--- src/rtl/iodec_pkg.sv ---
package iodec_pkg;
  localparam int BYTE_W = 8;

  typedef struct packed {
    logic acc;
    logic rd;
    logic wr;
  } io_qual_t;

  function automatic io_qual_t qualify(input logic io, input logic rd, input logic wr);
    io_qual_t q;
    q.acc = io & (rd | wr);
    q.rd  = io & rd;
    q.wr  = io & wr;
    return q;
  endfunction
endpackage

--- src/rtl/port_block_decoder.sv ---
module port_block_decoder #(
  parameter int              AW    = 16,
  parameter int              PORTS = 8,
  parameter logic [AW-1:0]   BASE  = 16'hEFF8
) (
  input  logic             clk,
  input  logic             rst,
  input  logic             acc,
  input  logic [AW-1:0]    addr,
  output logic [PORTS-1:0] sel_n
);
  localparam int LSB = $clog2(PORTS);

  logic blk_hit;
  assign blk_hit = acc && (addr[AW-1:LSB] == BASE[AW-1:LSB]);

  for (genvar k = 0; k < PORTS; k++) begin : g_sel
    assign sel_n[k] = !(blk_hit && (addr[LSB-1:0] == LSB'(k)));
  end

  // at most one port of the block is selected at a time
  assert_one_select_R3: assert property (@(posedge clk) disable iff (rst)
    $onehot0(~sel_n));
  // any select implies an I/O access in progress
  assert_sel_needs_access_R3: assert property (@(posedge clk) disable iff (rst)
    (sel_n != '1) |-> acc);
endmodule

--- src/rtl/lane_latch_bank.sv ---
module lane_latch_bank #(
  parameter int            AW   = 16,
  parameter int            DW   = 16,
  parameter logic [AW-1:0] BASE = 16'h0040
) (
  input  logic                          clk,
  input  logic                          rst,
  input  logic                          wr,
  input  logic [AW-1:$clog2(DW/8)]      word_addr,
  input  logic [DW/8-1:0]               lane_en,
  input  logic [DW-1:0]                 wdata,
  output logic [DW-1:0]                 q
);
  localparam int LANES = DW / iodec_pkg::BYTE_W;
  localparam int LSB   = $clog2(LANES);
  localparam int BW    = iodec_pkg::BYTE_W;

  logic             word_hit;
  logic [LANES-1:0] lane_wr;

  assign word_hit = wr && (word_addr == BASE[AW-1:LSB]);

  for (genvar i = 0; i < LANES; i++) begin : g_lane
    assign lane_wr[i] = word_hit && lane_en[i];

    always_ff @(posedge clk) begin
      if (rst)             q[i*BW +: BW] <= '0;
      else if (lane_wr[i]) q[i*BW +: BW] <= wdata[i*BW +: BW];
    end

    // a strobed lane captures its own byte of the bus
    assert_lane_load_R4: assert property (@(posedge clk) disable iff (rst)
      lane_wr[i] |=> (q[i*BW +: BW] == $past(wdata[i*BW +: BW])));
    // a lane without its strobe keeps its byte
    assert_lane_hold_R6: assert property (@(posedge clk) disable iff (rst)
      !lane_wr[i] |=> $stable(q[i*BW +: BW]));
  end
endmodule

--- src/rtl/in_port_gate.sv ---
module in_port_gate #(
  parameter int            AW   = 16,
  parameter int            DW   = 16,
  parameter logic [AW-1:0] BASE = 16'h0064
) (
  input  logic                     rd,
  input  logic [AW-1:$clog2(DW/8)] word_addr,
  input  logic [DW-1:0]            in_data,
  output logic [DW-1:0]            rdata,
  output logic                     oe
);
  localparam int LSB = $clog2(DW / iodec_pkg::BYTE_W);

  assign oe    = rd && (word_addr == BASE[AW-1:LSB]);
  assign rdata = oe ? in_data : '0;
endmodule

--- src/rtl/group_decoder.sv ---
module group_decoder #(
  parameter int            AW   = 16,
  parameter int            SPAN = 4,
  parameter logic [AW-1:0] BASE = 16'h0070
) (
  input  logic          acc,
  input  logic          wide,
  input  logic [AW-1:0] addr,
  output logic          sel_n
);
  localparam int ALSB = $clog2(SPAN);

  logic aligned, in_group;
  assign aligned  = (addr[ALSB-1:0] == '0);
  assign in_group = (addr[AW-1:ALSB] == BASE[AW-1:ALSB]);
  assign sel_n    = !(acc && wide && in_group && aligned);
endmodule

--- src/rtl/io_port_decoder.sv ---
module io_port_decoder #(
  parameter int            AW        = 16,
  parameter int            DW        = 16,
  parameter int            BLK_PORTS = 8,
  parameter int            GRP_SPAN  = 4,
  parameter logic [AW-1:0] BLK_BASE  = 16'hEFF8,
  parameter logic [AW-1:0] OUT_BASE  = 16'h0040,
  parameter logic [AW-1:0] IN_BASE   = 16'h0064,
  parameter logic [AW-1:0] GRP_BASE  = 16'h0070
) (
  input  logic                 clk,
  input  logic                 rst,
  input  logic                 io_cycle,
  input  logic                 rd_stb,
  input  logic                 wr_stb,
  input  logic                 wide32,
  input  logic [DW/8-1:0]      lane_en,
  input  logic [AW-1:0]        addr,
  input  logic [DW-1:0]        wdata,
  input  logic [DW-1:0]        in_data,
  output logic [BLK_PORTS-1:0] blk_sel_n,
  output logic                 grp_sel_n,
  output logic [DW-1:0]        out_q,
  output logic [DW-1:0]        rdata,
  output logic                 rdata_oe
);
  import iodec_pkg::*;

  localparam int WLSB = $clog2(DW / BYTE_W);

  io_qual_t qual;
  assign qual = qualify(io_cycle, rd_stb, wr_stb);

  port_block_decoder #(.AW(AW), .PORTS(BLK_PORTS), .BASE(BLK_BASE)) u_blk (
    .clk(clk), .rst(rst), .acc(qual.acc), .addr(addr), .sel_n(blk_sel_n)
  );

  group_decoder #(.AW(AW), .SPAN(GRP_SPAN), .BASE(GRP_BASE)) u_grp (
    .acc(qual.acc), .wide(wide32), .addr(addr), .sel_n(grp_sel_n)
  );

  lane_latch_bank #(.AW(AW), .DW(DW), .BASE(OUT_BASE)) u_out (
    .clk(clk), .rst(rst), .wr(qual.wr), .word_addr(addr[AW-1:WLSB]),
    .lane_en(lane_en), .wdata(wdata), .q(out_q)
  );

  in_port_gate #(.AW(AW), .DW(DW), .BASE(IN_BASE)) u_in (
    .rd(qual.rd), .word_addr(addr[AW-1:WLSB]), .in_data(in_data),
    .rdata(rdata), .oe(rdata_oe)
  );

  // a memory cycle never disturbs the output latches
  assert_mem_no_write_R1: assert property (@(posedge clk) disable iff (rst)
    !io_cycle |=> $stable(out_q));
  // a memory cycle never selects anything
  assert_mem_no_select_R1: assert property (@(posedge clk) disable iff (rst)
    !io_cycle |-> (blk_sel_n == '1) && grp_sel_n && !rdata_oe);
  // the input port never drives together with another select
  assert_read_exclusive_R7: assert property (@(posedge clk) disable iff (rst)
    rdata_oe |-> (blk_sel_n == '1) && grp_sel_n);
  // without an I/O read the bus stays undriven and zero
  assert_idle_bus_R8: assert property (@(posedge clk) disable iff (rst)
    !(io_cycle && rd_stb) |-> !rdata_oe && (rdata == '0));
  // the group select only appears on an aligned address
  assert_grp_aligned_R9: assert property (@(posedge clk) disable iff (rst)
    !grp_sel_n |-> (addr[$clog2(GRP_SPAN)-1:0] == '0) && wide32);
endmodule

--- config.mk ---
export PLATFORM = sky130hd
export DESIGN_NAME = io_port_decoder
export DESIGN_NICKNAME = d
export VERILOG_FILES = /design/src/rtl/iodec_pkg.sv /design/src/rtl/port_block_decoder.sv /design/src/rtl/lane_latch_bank.sv /design/src/rtl/in_port_gate.sv /design/src/rtl/group_decoder.sv /design/src/rtl/io_port_decoder.sv
export SDC_FILE = /design/constraint.sdc
export NUM_CORES = 1
export LEC_CHECK = 0
export BUFFER_PORTS_ARGS = -buffer_cell sky130_fd_sc_hd__clkbuf_2
export CORE_ASPECT_RATIO = 1.25
export CORE_MARGIN = 5
export CORE_UTILIZATION = 32
export DETAILED_ROUTE_END_ITERATION = 10
export GPL_TIMING_DRIVEN = 0
export PLACE_DENSITY = 0.75
export SYNTH_ARGS = -nofsm -noshare
export SYNTH_HDL_FRONTEND = slang
export SYNTH_SLANG_ARGS = --single-unit
--- constraint.sdc ---
create_clock -name clk -period 1.7 [get_ports clk]
set_clock_uncertainty 0.1 [all_clocks]
set_input_delay 0.34 -clock clk [delete_from_list [all_inputs] [get_ports clk]]
set_output_delay 0.34 -clock clk [all_outputs]
set_load 0.05 [all_outputs]
## Word level (Yosys, flattened, before mapping)

Index checks and enable logic that the tools add are counted.

- Equal/unequal tests: 11
- Mux-type cells: 1
- Bitwise operators: 4
- Reduce and logical (&&, ||, !) cells: 27

Operator list:

| cell | number |
|---|---|
| $eq 15x6->1 const B | 2 |
| $logic_and 1x1->1 | 16 |
| $mux 16 | 1 |
| $eq 14x5->1 const B | 1 |
| $eq 13x13->1 const B | 1 |
| $eq 3x3->1 const B | 4 |
| $logic_not 1->1 | 9 |
| $eq 3x2->1 const B | 2 |
| $and 1x1->1 | 3 |
| $eq 3x1->1 const B | 1 |
| $logic_not 3->1 | 1 |
| $logic_not 2->1 | 1 |
| $or 1x1->1 | 1 |

- Flip-flop bits (word level): 16
- Input bits: 56
- Output and inout port bits: 42
- Word-level logic and storage cells: 45

## Longest topological paths before layout

- Depth in word-level cells: 6
- Gate-level depth with buffers: 6
- Gate-level depth less buffers: 4

## Hierarchy

From an unflattened synthesis, not the netlist that was laid out.

- Cells, all modules: 129
- Area, all modules: 1068.5 µm²

Modules (own cells, without submodules):

| module | times used | cells each | area an instance (µm²) | seq. area each (µm²) |
|---|---|---|---|---|
| lane_latch_bank | 1 | 79 | 675.6 | 320.3 |
| in_port_gate | 1 | 23 | 173.9 | 0.0 |
| port_block_decoder | 1 | 18 | 141.4 | 0.0 |
| group_decoder | 1 | 6 | 57.6 | 0.0 |
| io_port_decoder | 1 | 3 | 20.0 | 0.0 |

## Worst setup path after synthesis

OpenSTA, ideal clock, no wires.

- Path kind: input to output
- Start: input addr[11]
- End: output rdata[12]
- Arrival time: 1.791 ns
- Slack: -0.531 ns
- Cell stages on the path: 5
- Path buffers: 1
- Cells stage by stage: nor4_4 -> nand4_4 -> nor3_4 -> buf_6 -> and2_1

- Word-level cells in the longest chain between the ends: 3

Ends and longest elaborated chain:

| element | line | text |
|---|---|---|
| from (decl) | io_port_decoder.sv:18 | `input logic [AW-1:0] addr,` |
| $eq 15x6->1 | in_port_gate.sv:14 | `assign oe = rd && (word_addr == BASE[AW-1:LSB]);` |
| $logic_and 1x1->1 | in_port_gate.sv:14 |  |
| named net rdata_oe | io_port_decoder.sv:25 | `output logic rdata_oe` |
| $mux 16 | in_port_gate.sv:15 | `assign rdata = oe ? in_data : '0;` |
| to (decl) | io_port_decoder.sv:24 | `output logic [DW-1:0] rdata,` |

The timed path passes the listed nets, and every way through them passes these cells.

## Worst setup path after layout

- Start: input addr[10]
- End: output rdata[8]

- Word-level cells in the longest chain between the ends: 3

Ends and longest elaborated chain:

| element | line |
|---|---|
| $eq 15x6->1 | in_port_gate.sv:14 |
| $logic_and 1x1->1 | in_port_gate.sv:14 |
| $mux 16 | in_port_gate.sv:15 |

No other way between the ends.

==> results.yml <==
timing:
  final_max_slew_viol_count: 0
  finalSetupViolations: 26
  layout_min_cycle_time_ns: 2.10
  rsz0062_at_grt: "true"
  timing.final.ws_setup_ns: -0.397
  tightest_slew_ns: 0.441
  finalCritPeriodShare_pct: 123
  hold_violations: 0
  fmax_mhz: 477
  slew_headroom_pct: 70.6
floorplan:
  io_pins: 98
  die_h_um: 72.7
  start_util_pct: 33.8
  dieArea_um2: 4370
  fp-row-count: 22
  core_um2: 2970
  die_width_um: 60.2
cts:
  hold_buffers: 0
  htreeDepth: 1
  cts_root_buffer: "clkbuf_4"
  insertion_delay_ns: 0.28
  cts_tree: "yes"
  numCtsBuffers: 3
  clock_path_buffers: 2
  cts.sinks: 16
  clk_pin_slew_ns: 0.09
outcome:
  violations: "setup timing"
  status: "finished, violations left"
place:
  port_buffers: 94
  placed_area_um2: 1570
  detailedPlace.worstSlack_ns: -0.665
  dp.final_hpwl_um: 3010
  finalWeightedCongestion: 0.824
logic_synthesis:
  syn_area_um2: 1010
  ys_ff_latch: 16
  ys_warn_count: 0
  seq_area_frac_synth_pct: 31.8
  synth_cell_types: 27
  syn_area_per_cell_um2: 7.98
  syn-num-nets: 182
  syn_inst: 126
layout:
  num_antenna_cells: 0
  regArea_um2: 320
  utilization_pct: 69.9
  largest_reg_flops: 16
  layout-drive-gt1-share_pct: 63.0
  reg_top3: "u_out.q: 16 flops"
  nNetsFinal: 287
  multi_input_area_um2: 707
  areaGrowthSynthToFinish_pct: 107
  finalInstanceArea_um2: 2080
  largest-register: "u_out.q"
  fillers: 221
global_routing:
  grt_first_pass_wirelength_um: 6400
  grt_pass1_vias: 1337
  grt_overflow: 0
  grt_max_degree: 11
  track_usage_pct: 18.4
  antenna_found_initial: 0
detailed_routing:
  drtAntennaViolNets: 0
  dr.pass1.iters: 4
  drtIter0Drc: 49
  wirelength_um: 4480
  drt-vias-per-instance: 5.17
  vias: 1376
  wl_per_cell_um: 16.9
  drc_errors: 0
worst_setup_path:
  reg2reg_depth: 2
  r2r_slack_ns: 0.97
  crit_type: "in -> out"
  path_max_fanout: 5
  worstReg2RegStart: "u_out.q[12]"
  arrival_ns: 1.66
  end_kind: "primary output"
  worstPathRequired_ns: 1.26
  timing.rr.end: "u_out.q[12]"
  start_kind: "primary input"
pwr:
  netSwitchingFraction_pct: 24.3
  p_int_w: 0.000571
  p_switching_w: 0.000184
  clkPwrFrac_pct: 32.8
  peakVddDrop_mv: 0.374
  power_leakage_nw: 0.916
  finalPower_w: 0.000755
  comb_power_share_pct: 17.6
  powerDensity_nw_per_um2: 363
  p_seq_share_pct: 49.6
min_path:
  min_from: "wdata[13]"
  hold_depth: 3
  holdPathEnd: "u_out.q[13]"
  hp-class: "in -> reg"
job:
  maxCapViolations: 0
[metrics by stage]
step	TNS [ns]	instances	hold WS [ns]
finish	-7.49	266	0.186
global route	-9.68	266	0.176
CTS	-6.91	265	0.180
detailed placement	-13.42	256	0.366
global placement	-12.79	256	0.359
floorplan	-3.65	126	0.394
[cells in the final DEF (no fill, tap or decap), drive strengths merged]
master  synthesis  layout
and4bb          1       1
nor2            5       5
nand2           8       8
and2           18      18
nand4          20      20
inv             1       1
nor4            2       2
buf             7      33
and4            1       1
nand4b          1       1
nor3            2       2
o211ai          1       1
nor3b           1       1
dfxtp          16      16
nor2b           2       2
a21oi          16      16
clkbuf          3      81
o21ai          16      16
nand3           5       5
[Yosys cell counts]
cell / n / area share [%]
o21ai_0: 16 / 8.0
o211ai_1: 1 / 0.75
dfxtp_1: 16 / 32
buf_1: 1 / 0.37
nand4_1: 19 / 12
and2_1: 7 / 4.4
and4_1: 1 / 0.87
buf_2: 3 / 1.5
nand2_1: 8 / 3.0
nand4b_1: 1 / 0.87
buf_4: 1 / 0.75
nor2_1: 5 / 1.9
clkbuf_1: 2 / 0.75
and2_0: 1 / 0.62
buf_6: 2 / 2.2
nand4_4: 1 / 2.1
nor3_4: 1 / 1.6
inv_1: 1 / 0.37
nor2b_1: 2 / 1.2
nand3_1: 5 / 2.5
nor4_4: 2 / 4.2
and4bb_2: 1 / 1.2
and2_2: 10 / 7.5
nor3b_1: 1 / 0.75
clkbuf_2: 1 / 0.50
a21oi_1: 16 / 8.0
nor3_1: 1 / 0.50
[power groups by stage]
| stage | clock (W) | combinational (W) | sequential (W) |
|---|---|---|---|
| floorplan | 0 | 0.0000315 | 0.000383 |
| global placement | 0 | 0.000111 | 0.000383 |
| detailed placement | 0 | 0.000111 | 0.000383 |
| CTS | 0.000254 | 0.000119 | 0.000374 |
| global route | 0.000271 | 0.000143 | 0.000375 |
| finish | 0.000247 | 0.000133 | 0.000374 |
[cells by family after synthesis]
group	share of synthesized area (%)
AOI/OAI and AO/OA	16.7
buffers and inverters	6.47
DFF	31.8
and+or+nand+nor	45.0
[repair_timing]
item                                    4_1_cts  5_1_grt
pin swaps                                     9       19
cloned                                        0        1
setup buffers                                 5        1
resized for setup                            58       52
endpoints found under the setup margin       26       32
[cell type report]
type                            instances  share of cell area [%]
Timing Repair Buffer                  101                    43.8
Inverter                                1                   0.181
Sequential cell                        16                    15.4
Clock buffer                            4                    1.75
Tap cell                               36                    2.17
Multi-Input combinational cell         99                    34.0
Buffer                                  9                    2.71
[how the worst max path moves through the flow]
stage          depth (start not counted)        end     start
6_report                               7   rdata[8]  addr[10]
5_1_grt                                7   rdata[9]  addr[10]
4_1_cts                                7   rdata[1]  addr[11]
3_5_place_dp                           7   rdata[8]  addr[14]
3_3_place_gp                           7   rdata[8]  addr[14]
2_1_floorplan                          5  rdata[10]  addr[14]
[routing by layer]
metal  GRT usage, %  vias up  routed length, um
met5              0        -                  0
met4           4.93        0                 67
met3           3.72        8                547
met2           34.9       85               2230
met1           20.0      607               1640
li1               -      676                  -
[critical path: stages]
cell and delay (ns):
buf_8 0.10, nor4_4 0.31, nand3_2 0.16, nor3_4 0.28
buf_6 0.17, and2_4 0.15, clkbuf_16 0.15
Note: power is estimated with default switching activity, not from simulation.
